**config.mk**
```make
export PLATFORM = sky130hd
export DESIGN_NAME = etb_top
export DESIGN_NICKNAME = d
export VERILOG_FILES = /design/src/rtl/etb_pkg.sv /design/src/rtl/etb_timebase.sv /design/src/rtl/etb_stage.sv /design/src/rtl/etb_fifo.sv /design/src/rtl/etb_top.sv
export SDC_FILE = /design/constraint.sdc
export NUM_CORES = 1
export LEC_CHECK = 0
export BUFFER_PORTS_ARGS = -buffer_cell sky130_fd_sc_hd__buf_2
export CAP_MARGIN = 10
export CORE_ASPECT_RATIO = 1.25
export CORE_UTILIZATION = 62
export CTS_CLUSTER_DIAMETER = 40
export CTS_CLUSTER_SIZE = 16
export DETAILED_ROUTE_END_ITERATION = 8
export PLACE_DENSITY = 0.82
export SLEW_MARGIN = 20
export SYNTH_ARGS = -nofsm -noshare
export SYNTH_HDL_FRONTEND = slang
export SYNTH_SLANG_ARGS = --single-unit
```
**constraint.sdc**
```tcl
create_clock -name clk -period 5.2 [get_ports clk]
set_input_delay 1.04 -clock clk [delete_from_list [all_inputs] [get_ports clk]]
set_output_delay 1.04 -clock clk [all_outputs]
set_load 0.01 [all_outputs]
```
**src/rtl/etb_pkg.sv**
```systemverilog
package etb_pkg;

  // Index of the lowest set bit of v; found reports whether any bit is set.
  function automatic int unsigned etb_lowest(input logic [31:0] v, output logic found);
    int unsigned idx;
    idx   = 0;
    found = 1'b0;
    for (int i = 31; i >= 0; i--) begin
      if (v[i]) begin
        idx   = i;
        found = 1'b1;
      end
    end
    return idx;
  endfunction

endpackage

```
**src/rtl/etb_timebase.sv**
```systemverilog
module etb_timebase #(
  parameter int TS_W = 16
) (
  input  logic            clk,
  input  logic            rst_n,
  input  logic            start_i,
  input  logic            stop_i,
  input  logic            clear_i,
  output logic            run_o,
  output logic [TS_W-1:0] ts_o
);

  logic            run_q, run_d;
  logic [TS_W-1:0] ts_q, ts_d;

  always_comb begin
    run_d = run_q;
    if (stop_i)       run_d = 1'b0;
    else if (start_i) run_d = 1'b1;
    ts_d = ts_q;
    if (clear_i)    ts_d = '0;
    else if (run_q) ts_d = ts_q + 1'b1;
  end

  always_ff @(posedge clk or negedge rst_n) begin
    if (!rst_n) begin
      run_q <= 1'b0;
      ts_q  <= '0;
    end else begin
      run_q <= run_d;
      ts_q  <= ts_d;
    end
  end

  assign run_o = run_q;
  assign ts_o  = ts_q;

endmodule

```
**src/rtl/etb_stage.sv**
```systemverilog
module etb_stage
  import etb_pkg::*;
#(
  parameter int NUM_EV = 4,
  parameter int DATA_W = 8,
  parameter int TS_W   = 16,
  localparam int ID_W  = (NUM_EV > 1) ? $clog2(NUM_EV) : 1,
  localparam int CNT_W = $clog2(NUM_EV + 1)
) (
  input  logic                     clk,
  input  logic                     rst_n,
  input  logic                     clear_i,
  input  logic                     run_i,
  input  logic [TS_W-1:0]          ts_i,
  input  logic [NUM_EV-1:0]        strobe_i,
  input  logic [NUM_EV*DATA_W-1:0] data_i,
  output logic                     sel_valid_o,
  output logic [ID_W-1:0]          sel_id_o,
  output logic [TS_W-1:0]          sel_ts_o,
  output logic [DATA_W-1:0]        sel_data_o,
  output logic [CNT_W-1:0]         coll_cnt_o
);

  logic [NUM_EV-1:0] pend_q, pend_d;
  logic [NUM_EV-1:0] take, cap, coll;
  logic [TS_W-1:0]   pts_q  [NUM_EV];
  logic [DATA_W-1:0] pdat_q [NUM_EV];
  logic [31:0]       pend_ext;
  logic              any_pend;
  int unsigned       sel_idx;

  always_comb begin
    pend_ext = '0;
    pend_ext[NUM_EV-1:0] = pend_q;
    sel_idx = etb_lowest(pend_ext, any_pend);
  end

  assign sel_valid_o = any_pend;
  assign sel_id_o    = ID_W'(sel_idx);
  assign sel_ts_o    = pts_q[sel_idx[ID_W-1:0]];
  assign sel_data_o  = pdat_q[sel_idx[ID_W-1:0]];

  for (genvar e = 0; e < NUM_EV; e++) begin : g_slot
    assign take[e] = any_pend && (sel_idx == e);
    assign cap[e]  = run_i && strobe_i[e];
    assign coll[e] = cap[e] && pend_q[e] && !take[e] && !clear_i;

    always_comb begin
      pend_d[e] = pend_q[e];
      if (clear_i)      pend_d[e] = 1'b0;
      else if (cap[e])  pend_d[e] = 1'b1;
      else if (take[e]) pend_d[e] = 1'b0;
    end

    always_ff @(posedge clk) begin
      if (cap[e] && !coll[e]) begin
        pts_q[e]  <= ts_i;
        pdat_q[e] <= data_i[e*DATA_W +: DATA_W];
      end
    end
  end

  always_comb begin
    coll_cnt_o = '0;
    for (int e = 0; e < NUM_EV; e++) coll_cnt_o = coll_cnt_o + CNT_W'(coll[e]);
  end

  always_ff @(posedge clk or negedge rst_n) begin
    if (!rst_n) pend_q <= '0;
    else        pend_q <= pend_d;
  end

endmodule

```
**src/rtl/etb_fifo.sv**
```systemverilog
module etb_fifo #(
  parameter int W     = 27,
  parameter int DEPTH = 16,
  localparam int AW   = $clog2(DEPTH)
) (
  input  logic         clk,
  input  logic         rst_n,
  input  logic         clear_i,
  input  logic         wr_en_i,
  input  logic [W-1:0] wr_data_i,
  input  logic         rd_en_i,
  output logic [W-1:0] rd_data_o,
  output logic         full_o,
  output logic         empty_o
);

  logic [W-1:0] mem [DEPTH];
  logic [AW:0]  wp_q, wp_d, rp_q, rp_d;
  logic         do_wr, do_rd;

  assign full_o    = (wp_q[AW] != rp_q[AW]) && (wp_q[AW-1:0] == rp_q[AW-1:0]);
  assign empty_o   = (wp_q == rp_q);
  assign do_wr     = wr_en_i && !full_o;
  assign do_rd     = rd_en_i && !empty_o;
  assign rd_data_o = mem[rp_q[AW-1:0]];

  always_comb begin
    wp_d = wp_q;
    rp_d = rp_q;
    if (clear_i) begin
      wp_d = '0;
      rp_d = '0;
    end else begin
      if (do_wr) wp_d = wp_q + 1'b1;
      if (do_rd) rp_d = rp_q + 1'b1;
    end
  end

  always_ff @(posedge clk or negedge rst_n) begin
    if (!rst_n) begin
      wp_q <= '0;
      rp_q <= '0;
    end else begin
      wp_q <= wp_d;
      rp_q <= rp_d;
    end
  end

  always_ff @(posedge clk) begin
    if (do_wr && !clear_i) mem[wp_q[AW-1:0]] <= wr_data_i;
  end

endmodule

```
**src/rtl/etb_top.sv**
```systemverilog
module etb_top #(
  parameter int NUM_EV = 4,
  parameter int DATA_W = 8,
  parameter int TS_W   = 16,
  parameter int DEPTH  = 16,
  parameter int LOST_W = 8,
  localparam int ID_W  = (NUM_EV > 1) ? $clog2(NUM_EV) : 1,
  localparam int CNT_W = $clog2(NUM_EV + 1),
  localparam int REC_W = 1 + ID_W + TS_W + DATA_W
) (
  input  logic                     clk,
  input  logic                     rst_n,
  input  logic                     start_i,
  input  logic                     stop_i,
  input  logic                     clear_i,
  input  logic [NUM_EV-1:0]        ev_strobe_i,
  input  logic [NUM_EV*DATA_W-1:0] ev_data_i,
  output logic                     rd_valid_o,
  input  logic                     rd_ready_i,
  output logic [TS_W-1:0]          rd_ts_o,
  output logic [ID_W-1:0]          rd_id_o,
  output logic [DATA_W-1:0]        rd_data_o,
  output logic                     rd_ovf_o,
  output logic [LOST_W-1:0]        lost_cnt_o
);

  logic              run_w;
  logic [TS_W-1:0]   ts_w;
  logic              sel_valid;
  logic [ID_W-1:0]   sel_id;
  logic [TS_W-1:0]   sel_ts;
  logic [DATA_W-1:0] sel_data;
  logic [CNT_W-1:0]  coll_cnt;
  logic              fifo_full, fifo_empty, drop, wrote;
  logic [REC_W-1:0]  wr_rec, rd_rec;
  logic              ovf_q, ovf_d;
  logic [LOST_W-1:0] lost_q, lost_d;
  logic [LOST_W:0]   lost_sum;
  logic [CNT_W:0]    losses;

  etb_timebase #(.TS_W(TS_W)) u_time (
    .clk(clk), .rst_n(rst_n), .start_i(start_i), .stop_i(stop_i),
    .clear_i(clear_i), .run_o(run_w), .ts_o(ts_w)
  );

  etb_stage #(.NUM_EV(NUM_EV), .DATA_W(DATA_W), .TS_W(TS_W)) u_stage (
    .clk(clk), .rst_n(rst_n), .clear_i(clear_i), .run_i(run_w), .ts_i(ts_w),
    .strobe_i(ev_strobe_i), .data_i(ev_data_i), .sel_valid_o(sel_valid),
    .sel_id_o(sel_id), .sel_ts_o(sel_ts), .sel_data_o(sel_data),
    .coll_cnt_o(coll_cnt)
  );

  assign wrote  = sel_valid && !fifo_full && !clear_i;
  assign drop   = sel_valid && fifo_full && !clear_i;
  assign wr_rec = {ovf_q, sel_id, sel_ts, sel_data};

  etb_fifo #(.W(REC_W), .DEPTH(DEPTH)) u_fifo (
    .clk(clk), .rst_n(rst_n), .clear_i(clear_i), .wr_en_i(sel_valid),
    .wr_data_i(wr_rec), .rd_en_i(rd_ready_i), .rd_data_o(rd_rec),
    .full_o(fifo_full), .empty_o(fifo_empty)
  );

  always_comb begin
    losses   = (CNT_W+1)'(coll_cnt) + (CNT_W+1)'(drop);
    lost_sum = {1'b0, lost_q} + (LOST_W+1)'(losses);
    lost_d   = lost_sum[LOST_W] ? {LOST_W{1'b1}} : lost_sum[LOST_W-1:0];
    ovf_d    = ovf_q;
    if (losses != '0) ovf_d = 1'b1;
    else if (wrote)   ovf_d = 1'b0;
    if (clear_i) begin
      lost_d = '0;
      ovf_d  = 1'b0;
    end
  end

  always_ff @(posedge clk or negedge rst_n) begin
    if (!rst_n) begin
      lost_q <= '0;
      ovf_q  <= 1'b0;
    end else begin
      lost_q <= lost_d;
      ovf_q  <= ovf_d;
    end
  end

  assign rd_valid_o = !fifo_empty;
  assign {rd_ovf_o, rd_id_o, rd_ts_o, rd_data_o} = rd_rec;
  assign lost_cnt_o = lost_q;

endmodule

```
Yosys cells after proc, flatten, opt, wreduce, memory -nomap -nowiden
Memories as Yosys holds them, arrays and structs flattened.
Cells that the tools add are included.

word-level totals
  flip-flop bits (word level) = 40
  bits in writable memories = 528
  input port bits = 42
  output and inout port bits = 36
  memories kept = 3

memory list
  memory          depth  width  rd ports  clocked after Yosys merged registers in  wr ports  RTL line         RTL
  u_fifo.mem      16     27     1         0                                        1         etb_fifo.sv:17   logic [W-1:0] mem [DEPTH];
  u_stage.pts_q   4      16     1         0                                        4         etb_stage.sv:26  logic [TS_W-1:0] pts_q [NUM_EV];
  u_stage.pdat_q  4      8      1         0                                        4         etb_stage.sv:27  logic [DATA_W-1:0] pdat_q [NUM_EV];

cells by class
  add/sub/neg operators = 8
  eq/ne operators = 6
  multiplexer cells = 43
  reductions and logical operators = 52

operators by type and width
  operator                                                         number
  32-bit zero test                                                 1
  16-bit two-way mux                                               2
  1-bit two-way mux                                                31
  1-bit logical AND                                                30
  5-bit two-way mux                                                4
  16-bit by 1-bit adder with 16-bit output, second input constant  1
  8-bit two-way mux                                                2
  3-bit nonzero test                                               5
  1-bit zero test                                                  11
  5-bit by 1-bit adder with 5-bit output, second input constant    2
  8-bit by 4-bit adder with 9-bit output                           1
  2-bit two-way mux                                                4
  2-bit nonzero test                                               4
  3-bit by 1-bit adder with 3-bit output                           2
  5-bit == test                                                    1
  3-bit by 1-bit adder with 4-bit output                           1
  2-bit == test, second input constant                             2
  4-bit == test                                                    1
  4-bit nonzero test                                               1
  1-bit by 1-bit adder with 2-bit output                           1
  2-bit by 1-bit == test with 1-bit output, second input constant  1
  1-bit != test                                                    1

Depth between registers and ports, before layout
Gate-level depths: netlist of the first run.

  depth in word-level cells = 16
  depth in mapped cells = 16

By module
From an unflattened synthesis of the first run, not the netlist that was laid out.

second synthesis, totals
  cells, all modules = 1103
  area, all modules = 22584.2 µm²

by module, submodules not included
  module        instances  cells an instance  area each (µm²)  sequential area each (µm²)
  etb_fifo      1          699                17133.9          13222.7
  etb_stage     1          250                3942.5           2982.9
  etb_timebase  1          85                 863.3            425.4
  etb_top       1          69                 644.4            225.2

Worst setup path before layout of the first run
No wires, ideal clock.

  path kind = in2reg
  from = input port clear_i
  to = register lost_q[5], in the netlist lost_cnt_o[5]
  setup time = 0.099 ns
  data arrival time = 4.347 ns
  required time = 5.101 ns
  path slack = 0.754 ns
  stages = 16
  path buffers = 2
  path through = clkbuf_1 -> clkbuf_1 -> nor3_1 -> ha_1 -> inv_1 -> fa_1 -> inv_1 -> ha_1 -> inv_1 -> fa_1 -> inv_1 -> ha_1 -> a21o_1 -> a211o_1 -> and2_1 -> a311oi_1

on the way
  cells in the longest elaborated chain, start to end = 9
  elaborated cells between the ends (all ways) = 13

ends and longest elaborated chain
  what                                                  RTL line                        RTL
  from (decl)                                           etb_top.sv:15                   input logic clear_i,
  1-bit zero test                                       etb_stage.sv:46, etb_top.sv:54
  1-bit logical AND                                     etb_stage.sv:46                 assign coll[e] = cap[e] && pend_q[e] && !take[e] && !clear_i;
  1-bit by 1-bit adder with 2-bit output                etb_stage.sv:65                 for (int e = 0; e < NUM_EV; e++) coll_cnt_o = coll_cnt_o + CNT_W'(coll[e]);
  3-bit by 1-bit adder with 3-bit output (2 in series)  etb_stage.sv:65
  3-bit by 1-bit adder with 4-bit output                etb_top.sv:64                   losses = (CNT_W+1)'(coll_cnt) + (CNT_W+1)'(drop);
  8-bit by 4-bit adder with 9-bit output                etb_top.sv:65                   lost_sum = {1'b0, lost_q} + (LOST_W+1)'(losses);
  8-bit two-way mux                                     etb_top.sv:66                   lost_d = lost_sum[LOST_W] ? {LOST_W{1'b1}} : lost_sum[LOST_W-1:0];
  8-bit two-way mux *                                   etb_top.sv:70                   if (clear_i) begin
  via lost_d[5]                                         etb_top.sv:37                   logic [LOST_W-1:0] lost_q, lost_d;
  to (signal assigned)                                  etb_top.sv:81                   lost_q <= lost_d;
  to (decl)                                             etb_top.sv:37

Mark *: on every way through the listed nets, which the timed path passes. The rest lies on a longest branch.
A chain may end at the register's enable or synchronous reset.

Worst setup path in the final report of the first run
  from = register u_fifo.rp_q[1]
  to = output port rd_data_o[1]

on the way
  cells in the longest elaborated chain, start to end = 1

ends and longest elaborated chain
  what                     RTL line        RTL
  from (decl)              etb_fifo.sv:18  logic [AW:0] wp_q, wp_d, rp_q, rp_d;
  from (signal assigned)   etb_fifo.sv:45  rp_q <= rp_d;
  memory read 16 x 27 bit  -
  to (decl)                etb_top.sv:22   output logic [DATA_W-1:0] rd_data_o,

Every way passes these cells.

==> results of run 1 <==
[cell families (layout without fill, tap and decap cells)]
group	Yosys count	count (layout)	share of synthesized area, %
other	1	1	0.0167
AO/OA/AOI/OAI	140	140	3.88
buffers and inverters	81	233	1.94
AND/OR/NAND/NOR	150	150	3.84
flip-flops	568	568	74.9
adder cells (fa/ha/maj)	16	16	0.990
XOR/XNOR	20	20	0.778
multiplexers	171	171	13.7
[worst paths after layout]
path | startpoint | to | slack (ns)
setup / recovery | u_fifo.rp_q[1] | rd_data_o[1] | 0.75
hold / removal | u_time.ts_o[15] | u_stage.pts_q[2][15] | 0.56
setup reg to reg | u_fifo.rp_q[1] | lost_cnt_o[5] | 1.12
hold reg to reg | u_time.ts_o[15] | u_stage.pts_q[2][15] | 0.56
max in group asynchronous | rst_n | u_fifo.rp_q[0] | 3.88
min in group asynchronous | rst_n | u_fifo.rp_q[1] | 0.62
[layout by cell type (no fill, tap or decap), types with 9 or more instances in the layout]
| cell | instances |
|---|---|
| a21oi_1 | 47 |
| and4_1 | 10 |
| xor2_1 | 14 |
| nor2b_1 | 37 |
| mux2i_1 | 54 |
| dfrtp_1 | 36 |
| inv_1 | 16 |
| nand3_1 | 9 |
| ha_1 | 13 |
| o21ai_0 | 28 |
| nor2_1 | 29 |
| a22oi_1 | 24 |
| buf_4 | 53 |
| and3_1 | 11 |
| buf_2 | 77 |
| clkbuf_16 | 53 |
| mux4_2 | 108 |
| nand2_1 | 12 |
| edfxtp_1 | 528 |
| a211oi_1 | 27 |
[metrics by stage]
stage / total power [mW] / util [%] / cells
detailed placement: 6.38 / 66.4 / 1689
CTS: 10.0 / 71.0 / 1773
finish: 9.95 / 71.0 / 1773
global placement: 6.35 / 66.4 / 1689
floorplan: 6.10 / - / 1147
global route: 10.3 / 71.0 / 1773
[flip-flops by register name, summed over array words and instances (netlist names)]
signal          count
ovf_q               1
u_fifo.mem        432
u_time.ts_o        16
lost_cnt_o          8
u_time.run_o        1
u_stage.pend_q      4
u_stage.pdat_q     32
u_stage.pts_q      64
u_fifo.wp_q         5
u_fifo.rp_q         5
[layout make-up]
class                   count  share of cell area (%)
clock buffers              55                    5.29
well taps                 474                    2.35
flip-flops and latches    568                    66.9
clock inverters            29                    1.14
repair buffers            133                    3.34
inverters                  16                   0.238
multi-input cells         498                    20.8
[layer usage]
layer | global-route usage, % | vias up
met5 | 0 | -
met4 | 11.2 | 0
met1 | 35.5 | 5847
met2 | 44.6 | 497
met3 | 3.87 | 120
li1 | - | 4884
[power breakdown]
part           switching, mW  internal, mW  leakage (nW)
Combinational          0.595         0.503          2.15
Sequential            0.0504          5.14          5.36
Clock                   1.65          2.02         0.778
[critical path: cells and delay by family (launching register included)]
family                 cells  cell delay, ns
AO/OA/AOI/OAI              1            0.17
buffers and inverters      2            1.01
flip-flops                 1            0.89
multiplexers               2            0.67
==> run_results.csv, run 1 <==
group,metric,value,unit
status,status,"completed",
route,vias,11300,
grt,grt_util_all_layers,26.7,%
timing,max_freq,225,MHz
min_path,hold_path_class,"flop to flop",
setup_path,path_max_fanout,58,
floorplanning,die_x,172,um
setup_path,crit_chain,"buf_4 > mux4_2 > mux2i_1 > a21oi_1 > buf_2",
yosys,synth_ff_type,"edfxtp_1",
setup_path,reg2regPathDepth,14,
route,final_antenna_net_count,0,
timing,finalWorstSetupSlack,0.754,ns
timing,slew_violations,0,
grt,grt_pass1_vias,11800,
grt,overflow,0,
yosys,synth_area_leaders,"edfxtp_1 (70%), mux4_2 (11%), dfrtp_1 (4.4%), mux2i_1 (2.4%), nor2b_1 (1.1%)",
min_path,hold_depth,0,
setup_path,slowest_delay,0.89,ns
route,drt-total-wl,47100,um
cts,clk_pin_slew,0.07,ns
place,dp_hpwl,24100,um
place,port-buffer-count,77,
route,post-route-drc-count,0,
cells_and_area,fillCellCount,2054,
yosys,synth_cell_types,53,
floorplanning,core,0.0356,mm2
yosys,avgSynthCellArea,19.6,um2
floorplanning,ios,78,
place,postPlaceCellArea,0.0236,mm2
timing,fin_skew,0.0166,ns
cts,clkLatencyLatePin,0.58,ns
cts,cts_root_buf,"clkbuf_16",
yosys,netlist.area_leader.share,70.5,%
cts,clock_sinks,568,
route,wl_met2,24600,um
setup_path,critPathRequiredTime,4.16,ns
power_and_ir_drop,powerDensity,395,mW/mm2
cells_and_area,seqCellArea,0.0169,mm2
grt,grt_pass1_wl,71000,um
timing,relSlewSlack,26.0,%
timing,rsz0062_at_grt,"no",
timing,setup_tns,0,ns
yosys,netlist_area,0.0225,mm2
setup_path,critPathKind,"flop to output pin",
route,met3_wirelength,3130,um
route,dr.pass1.iters,5,
place,dp_slack,0.635,ns
cells_and_area,area_growth,12.1,%
yosys,synth-seq-cells,568,
cells_and_area,drive_above_1_share,25.8,%
cells_and_area,multi_input_area,0.00525,mm2
route,met1Wirelength,17600,um
timing,hold_violations,0,
floorplanning,die-area,0.0371,mm2
power_and_ir_drop,p_leak,8.29,nW
grt,antenna_found_initial,0,
timing,max_slew.worst_pin.slew,1.11,ns
floorplanning,die_y,215,um
yosys,synth_edf_count,528,
cells_and_area,final_area,0.0252,mm2
setup_path,critPathCaptureType,"output pin",
flow_run,max-cap-violations,0,
setup_path,start_kind,"flop",
setup_path,cp.arrival,3.41,ns
place,gp_congestion,0.787,
yosys,synth_commonest_cells,"edfxtp_1 (528), mux4_2 (108), mux2i_1 (54), a21oi_1 (47), dfrtp_1 (40)",
yosys,ys_seq_area_share,74.9,%
yosys,yosys.area.top_type,"edfxtp_1",
timing,whs,0.560,ns
setup_path,cp_slowest_cell,"dfrtp_4",
cells_and_area,diodes,0,
yosys,synth_fp_nets,1205,
yosys,yosysWarningCount,0,
route,via_per_inst,6.40,
cts,htree_num_levels,2,
power_and_ir_drop,ir_drop,0.286,mV
grt,grt_max_degree,113,
cts,cts_buffer_depth,3,
yosys,yosysMostFrequentCell,"edfxtp_1",
yosys,syn_inst,1147,
floorplanning,rows,77,
cts,cts_tree,"done",
yosys,async_flop_share,7.04,%
timing,period_share,85.5,%
route,drtIter0Drc,1037,
route,routed.top_layer,"met4",
timing,setup_viol,0,
cts,postCtsSetupBuffers,0,
cells_and_area,nNetsFinal,1325,
cts,cts_hold_buf,0,
cts,tritoncts.num_buffers,50,
timing,final.min_clock_period,4.45,ns
floorplanning,start_util,63.3,%
route,wl_per_cell,26.5,um
cts,cts_resized,0,
Power figures use the tool's default switching activity.
==> inputs of run 2 (changes only) <==
--- a/config.mk
+++ b/config.mk
@@ -10,3 +10,3 @@
 export CORE_ASPECT_RATIO = 1.25
-export CORE_UTILIZATION = 62
+export CORE_UTILIZATION = 56
 export CTS_CLUSTER_DIAMETER = 40
@@ -14,3 +14,3 @@
 export DETAILED_ROUTE_END_ITERATION = 8
-export PLACE_DENSITY = 0.82
+export PLACE_DENSITY = 0.78
 export SLEW_MARGIN = 20
==> constraint.sdc (replaced) <==
create_clock -name clk -period 4 [get_ports clk]
set_input_delay 0 -clock clk [delete_from_list [all_inputs] [get_ports clk]]
set_output_delay 0 -clock clk [all_outputs]
set_load 0.01 [all_outputs]
==> run_results.csv, run 2 (synthesis gave the netlist of run 1 again) <==
group,metric,value,unit
setup_path,cp_slowest_cell,"fa_1",
place,post-place-cells,1720,
place,postPlaceCellArea,0.0237,mm2
timing,max_freq,269,MHz
floorplanning,die_x,181,um
route,via_per_inst,6.22,
floorplanning,core,0.0393,mm2
timing,slew_violations,0,
timing,relSlewSlack,33.5,%
setup_path,critical_path_buf_inv_count,3,
setup_path,start_kind,"flop",
setup_path,path_max_fanout,8,
cells_and_area,final_area,0.0256,mm2
grt,grt_util_all_layers,23.6,%
cts,clk_pin_slew,0.07,ns
route,vias,11500,
route,drt-total-wl,46800,um
setup_path,cp_common_cell,"inv_1",
setup_path,cp.arrival,4.19,ns
setup_path,critPathCaptureType,"flop",
timing,rsz0062_at_grt,"no",
cts,tritoncts.num_buffers,48,
cells_and_area,utilization,65.1,%
route,dr.pass1.iters,5,
route,wl_per_cell,25.4,um
floorplanning,die_y,226,um
status,status,"completed",
grt,antenna_found_initial,0,
cells_and_area,nNetsFinal,1370,
cells_and_area,final_common_cell,"edfxtp_1",
power_and_ir_drop,powerDensity,498,mW/mm2
setup_path,critPathRequiredTime,4.47,ns
cells_and_area,final_cell_mix,"edfxtp_1 (528), mux4_2 (108), buf_2 (77), buf_4 (61), mux2i_1 (54)",
place,gp_congestion,0.766,
cells_and_area,diodes,0,
grt,grt_pass1_wl,71500,um
cts,clock_sinks,568,
route,final_antenna_net_count,0,
grt,overflow,0,
timing,final.min_clock_period,3.72,ns
timing,period_share,93.1,%
setup_path,slowest_delay,0.58,ns
grt,grt_pass1_vias,12100,
setup_path,critPathKind,"flop to flop",
place,dp_hpwl,24700,um
cts,cts_root_buf,"clkbuf_16",
timing,hold_violations,0,
floorplanning,start_util,57.2,%
power_and_ir_drop,power,12.7,mW
cells_and_area,fin_cells,1841,
setup_path,critPathTopFamily,"adder cells",
floorplanning,die-area,0.0410,mm2
route,drtIter0Drc,1035,
cts,cts_tree,"done",
timing,setup_tns,0,ns
route,post-route-drc-count,0,
timing,max_slew.worst_pin.slew,0.991,ns
cts,cts_buffer_depth,3,
cells_and_area,area_growth,13.7,%
cells_and_area,drive_above_1_share,25.3,%
timing,fin_skew,0.0153,ns
cts,htree_num_levels,2,
power_and_ir_drop,p_leak,8.43,nW
cells_and_area,largest_register_ffs,432,
place,port-buffer-count,77,
flow_run,max-cap-violations,0,
grt,grt_max_degree,113,
cts,clkLatencyLatePin,0.58,ns
floorplanning,rows,81,
min_path,hold_path_class,"input pin to async pin",
power_and_ir_drop,ir_drop,0.380,mV
timing,setup_viol,0,
setup_path,crit_chain,"nor4b_4 > nand2b_1 > nor2_1 > nand3_1 > fa_1 > inv_1 > ha_1 > inv_1 > fa_1 > inv_1 > ha_1 > a21o_1 > a211o_1 > and2_1 > a311oi_1",
floorplanning,ios,78,
[run 2: cell types whose count changed in the layout (fill, tap and decap cells not counted), moves of 3 or more]
cell           change
and4_1             -6
and4_2             +6
buf_4              +8
clkbuf_1           +9
clkbuf_16          -4
clkinv_1           -3
clkinv_4           -3
dlygate4sd3_1     +40
inv_8              -3
[run 2: repair_timing]
| item | CTS | global route |
|---|---|---|
| endpoints found under the setup margin | 0 | 1 |
| endpoints found under the hold margin | 82 | 0 |
| setup buffers | 0 | 0 |
| resized for setup | 0 | 2 |
| hold buffers | 40 | 0 |
[run 2: worst reg2reg max path: stages, from the launching register on]
cell and delay, ns:
dfrtp_2 0.48, nor4b_4 0.30, nand2b_1 0.16, nor2_1 0.07, nand3_1 0.10, fa_1 0.41, inv_1 0.07, ha_1 0.15
inv_1 0.06, fa_1 0.58, inv_1 0.07, ha_1 0.27, a21o_1 0.17, a211o_1 0.33, and2_1 0.16, a311oi_1 0.25
[run 2: path summary, 6_finish.rpt]
| kind | from | endpoint | slack, ns | cells past startpoint |
|---|---|---|---|---|
| worst max-delay path | u_stage.pend_q[1] | lost_cnt_o[5] | 0.28 | 15 |
| worst min-delay path | rst_n | u_time.ts_o[12] | 0.11 | 2 |
| worst max register to register | u_stage.pend_q[1] | lost_cnt_o[5] | 0.28 | 15 |
| worst min register to register | u_time.ts_o[14] | u_stage.pts_q[1][14] | 0.59 | 0 |
| max in group asynchronous | rst_n | u_fifo.rp_q[1] | 3.16 | 2 |
| min in group clk | ev_strobe_i[0] | u_stage.pts_q[0][3] | 0.12 | 3 |
[run 2: layout make-up]
cell class	count	area, um2
flip-flops and latches	568	16900
fillers	2509	13700
multi-input cells	498	5250
repair buffers	180	1280
clock buffers	60	1270
well taps	498	623
clock inverters	21	235
inverters	16	60.1
[run 2: through the flow]
stage                     setup WS (ns)  hold WS, ns
final                             0.276        0.107
after global routing             0.0268        0.137
after CTS                         0.235       0.0941
after detailed placement          0.272        0.178
after global placement            0.368        0.176
after floorplan                   0.278       -0.296
[run 2: report_power, final]
group | switching, mW | total [mW] | internal, mW
Clock | 2.07 | 4.54 | 2.47
Combinational | 0.797 | 1.48 | 0.682
Sequential | 0.0435 | 6.73 | 6.68
Total | 2.91 | 12.7 | 9.83
[run 2: per-layer routing]
layer | share of wire (%) | routed length, um | vias up | global-route usage [%]
li1 | - | - | 4965 | -
met1 | 38 | 17700 | 5929 | 29.8
met2 | 53 | 24700 | 468 | 41.8
met3 | 6.6 | 3090 | 89 | 3.48
met4 | 2.9 | 1350 | 0 | 8.50
met5 | 0 | 0 | - | 0
==> inputs of run 3 (changes only) <==
- BUFFER_PORTS_ARGS: -buffer_cell sky130_fd_sc_hd__buf_2 -> not set
- CORE_UTILIZATION: 56 -> 57
- DONT_BUFFER_PORTS: not set -> 1
- PLACE_DENSITY: 0.78 -> 0.77
==> run_results.csv, run 3 (synthesis gave the netlist of run 1 again) <==
group,metric,value,unit
setup_path,start_kind,"flop",
route,final_antenna_net_count,0,
place,post-place-cells,1639,
route,via_per_inst,6.40,
cells_and_area,area_growth,11.9,%
setup_path,cp.arrival,4.23,ns
setup_path,path_max_fanout,8,
timing,hold_violations,0,
cts,postCtsSetupBuffers,0,
cells_and_area,largest_register_ffs,432,
route,drtIter0Drc,969,
cts,cts_root_buf,"clkbuf_16",
route,drt-total-wl,46800,um
cells_and_area,nNetsFinal,1293,
route,dr.pass1.iters,9,
route,wl_per_cell,26.6,um
cts,clk_pin_slew,0.07,ns
status,status,"finished, violations left",
place,gp_congestion,0.767,
power_and_ir_drop,powerDensity,498,mW/mm2
power_and_ir_drop,p_leak,8.10,nW
timing,final.min_clock_period,3.76,ns
setup_path,critPathKind,"flop to flop",
route,vias,11300,
cts,clock_sinks,568,
cts,cts_buffer_depth,3,
floorplanning,die_y,224,um
power_and_ir_drop,ir_drop,0.470,mV
cells_and_area,fin_cells,1761,
grt,grt_pass1_vias,11600,
grt,grt_util_all_layers,23.8,%
grt,antenna_found_initial,0,
timing,whs,0.0414,ns
floorplanning,core,0.0390,mm2
timing,setup_viol,0,
grt,grt_pass1_wl,70800,um
setup_path,crit_chain,"nor4b_4 > nand2b_1 > nor2_1 > nand3_1 > fa_1 > inv_1 > ha_1 > inv_1 > fa_1 > inv_1 > ha_1 > a21o_1 > a211o_1 > and2_1 > a311oi_1",
setup_path,cp_common_cell,"inv_1",
timing,finalWorstSetupSlack,0.242,ns
status,violations,"DRC",
floorplanning,start_util,57.7,%
setup_path,slowest_delay,0.57,ns
timing,period_share,93.9,%
timing,fin_skew,0.0298,ns
timing,max_freq,266,MHz
floorplanning,die-area,0.0403,mm2
min_path,hold_path_class,"input pin to flop",
timing,slew_violations,0,
grt,overflow,0,
timing,max_slew.worst_pin.slew,0.975,ns
setup_path,critPathCaptureType,"flop",
timing,relSlewSlack,34.6,%
flow_run,max-cap-violations,0,
grt,grt_max_degree,113,
cts,htree_num_levels,2,
floorplanning,die_x,180,um
place,port-buffer-count,0,
setup_path,cp_slowest_cell,"fa_1",
cells_and_area,final_common_cell,"edfxtp_1",
cells_and_area,drive_above_1_share,20.2,%
timing,setup_tns,0,ns
cts,tritoncts.num_buffers,47,
cells_and_area,final_cell_mix,"edfxtp_1 (528), mux4_2 (108), buf_4 (57), mux2i_1 (54)",
place,dp_hpwl,23200,um
setup_path,reg2regPathDepth,15,
cells_and_area,diodes,0,
min_path,hold_depth,1,
cells_and_area,utilization,64.5,%
floorplanning,ios,78,
cts,clkLatencyLatePin,0.57,ns
timing,rsz0062_at_grt,"no",
route,post-route-drc-count,2,
place,dp_slack,0.281,ns
floorplanning,rows,81,
cts,cts_tree,"done",
setup_path,critPathRequiredTime,4.47,ns
-- run 3: cell count changes in the layout (fill, tap and decap cells not counted), moves of 2 or more --
cell and change:
buf_2 -77, and4_1 +6, and4_2 -6, buf_4 -4, buf_12 +3, clkbuf_16 -2, clkinv_8 -2, dlygate4sd3_1 +2
inv_8 +2
-- run 3: report_power, final --
group	total, mW	leakage [nW]	switching (mW)	internal (mW)
sequential	6.73	5.35	0.0458	6.68
clock	4.42	0.695	2.04	2.38
combinational	1.40	2.05	0.773	0.623
-- run 3: final timing paths --
path,from,end,slack [ns]
max,u_stage.pend_q[1],lost_cnt_o[5],0.24
min,ev_data_i[17],u_stage.pdat_q[2][1],0.04
max reg2reg,u_stage.pend_q[1],lost_cnt_o[5],0.24
min reg2reg,u_time.ts_o[14],u_stage.pts_q[2][14],0.58
max in group asynchronous,rst_n,u_fifo.rp_q[0],3.22
min in group asynchronous,rst_n,u_time.ts_o[0],0.54
-- run 3: what timing repair did --
action                                  in CTS  in global routing
hold buffers                                45                  0
endpoints found under the setup margin       0                  3
gates resized for setup                      0                  3
hold endpoints to repair                   131                  0
-- run 3: through the flow --
step / cell area (um2) / power [mW]
after floorplan: 22500 / 7.93
after global placement: 23300 / 8.17
after detailed placement: 23300 / 8.20
after CTS: 25200 / 12.6
after global routing: 25200 / 12.9
final: 25200 / 12.5
-- run 3: per-layer routing --
metal	vias to the layer above	GRT usage [%]	share of wire, %
met3	84	3.30	6.5
li1	4820	-	-
met5	-	0	0
met4	0	7.93	2.6
met2	467	41.9	53
met1	5903	30.5	38
-- run 3: layout make-up --
cell class              instances  area (um2)
repair buffers                104         948
flip-flops and latches        568       16900
multi-input cells             498        5240
clock inverters                20         219
clock buffers                  57        1210
fillers                      2477       13800
well taps                     498         623
inverters                      16        60.1
-- run 3: critical path, delay by kind of cell, from the launching register on --
kind,cells,cell delay [ns]
fa+ha+maj,4,1.42
simple gates,5,0.80
compound gates,3,0.74
flops,1,0.49
buf+inv,3,0.20
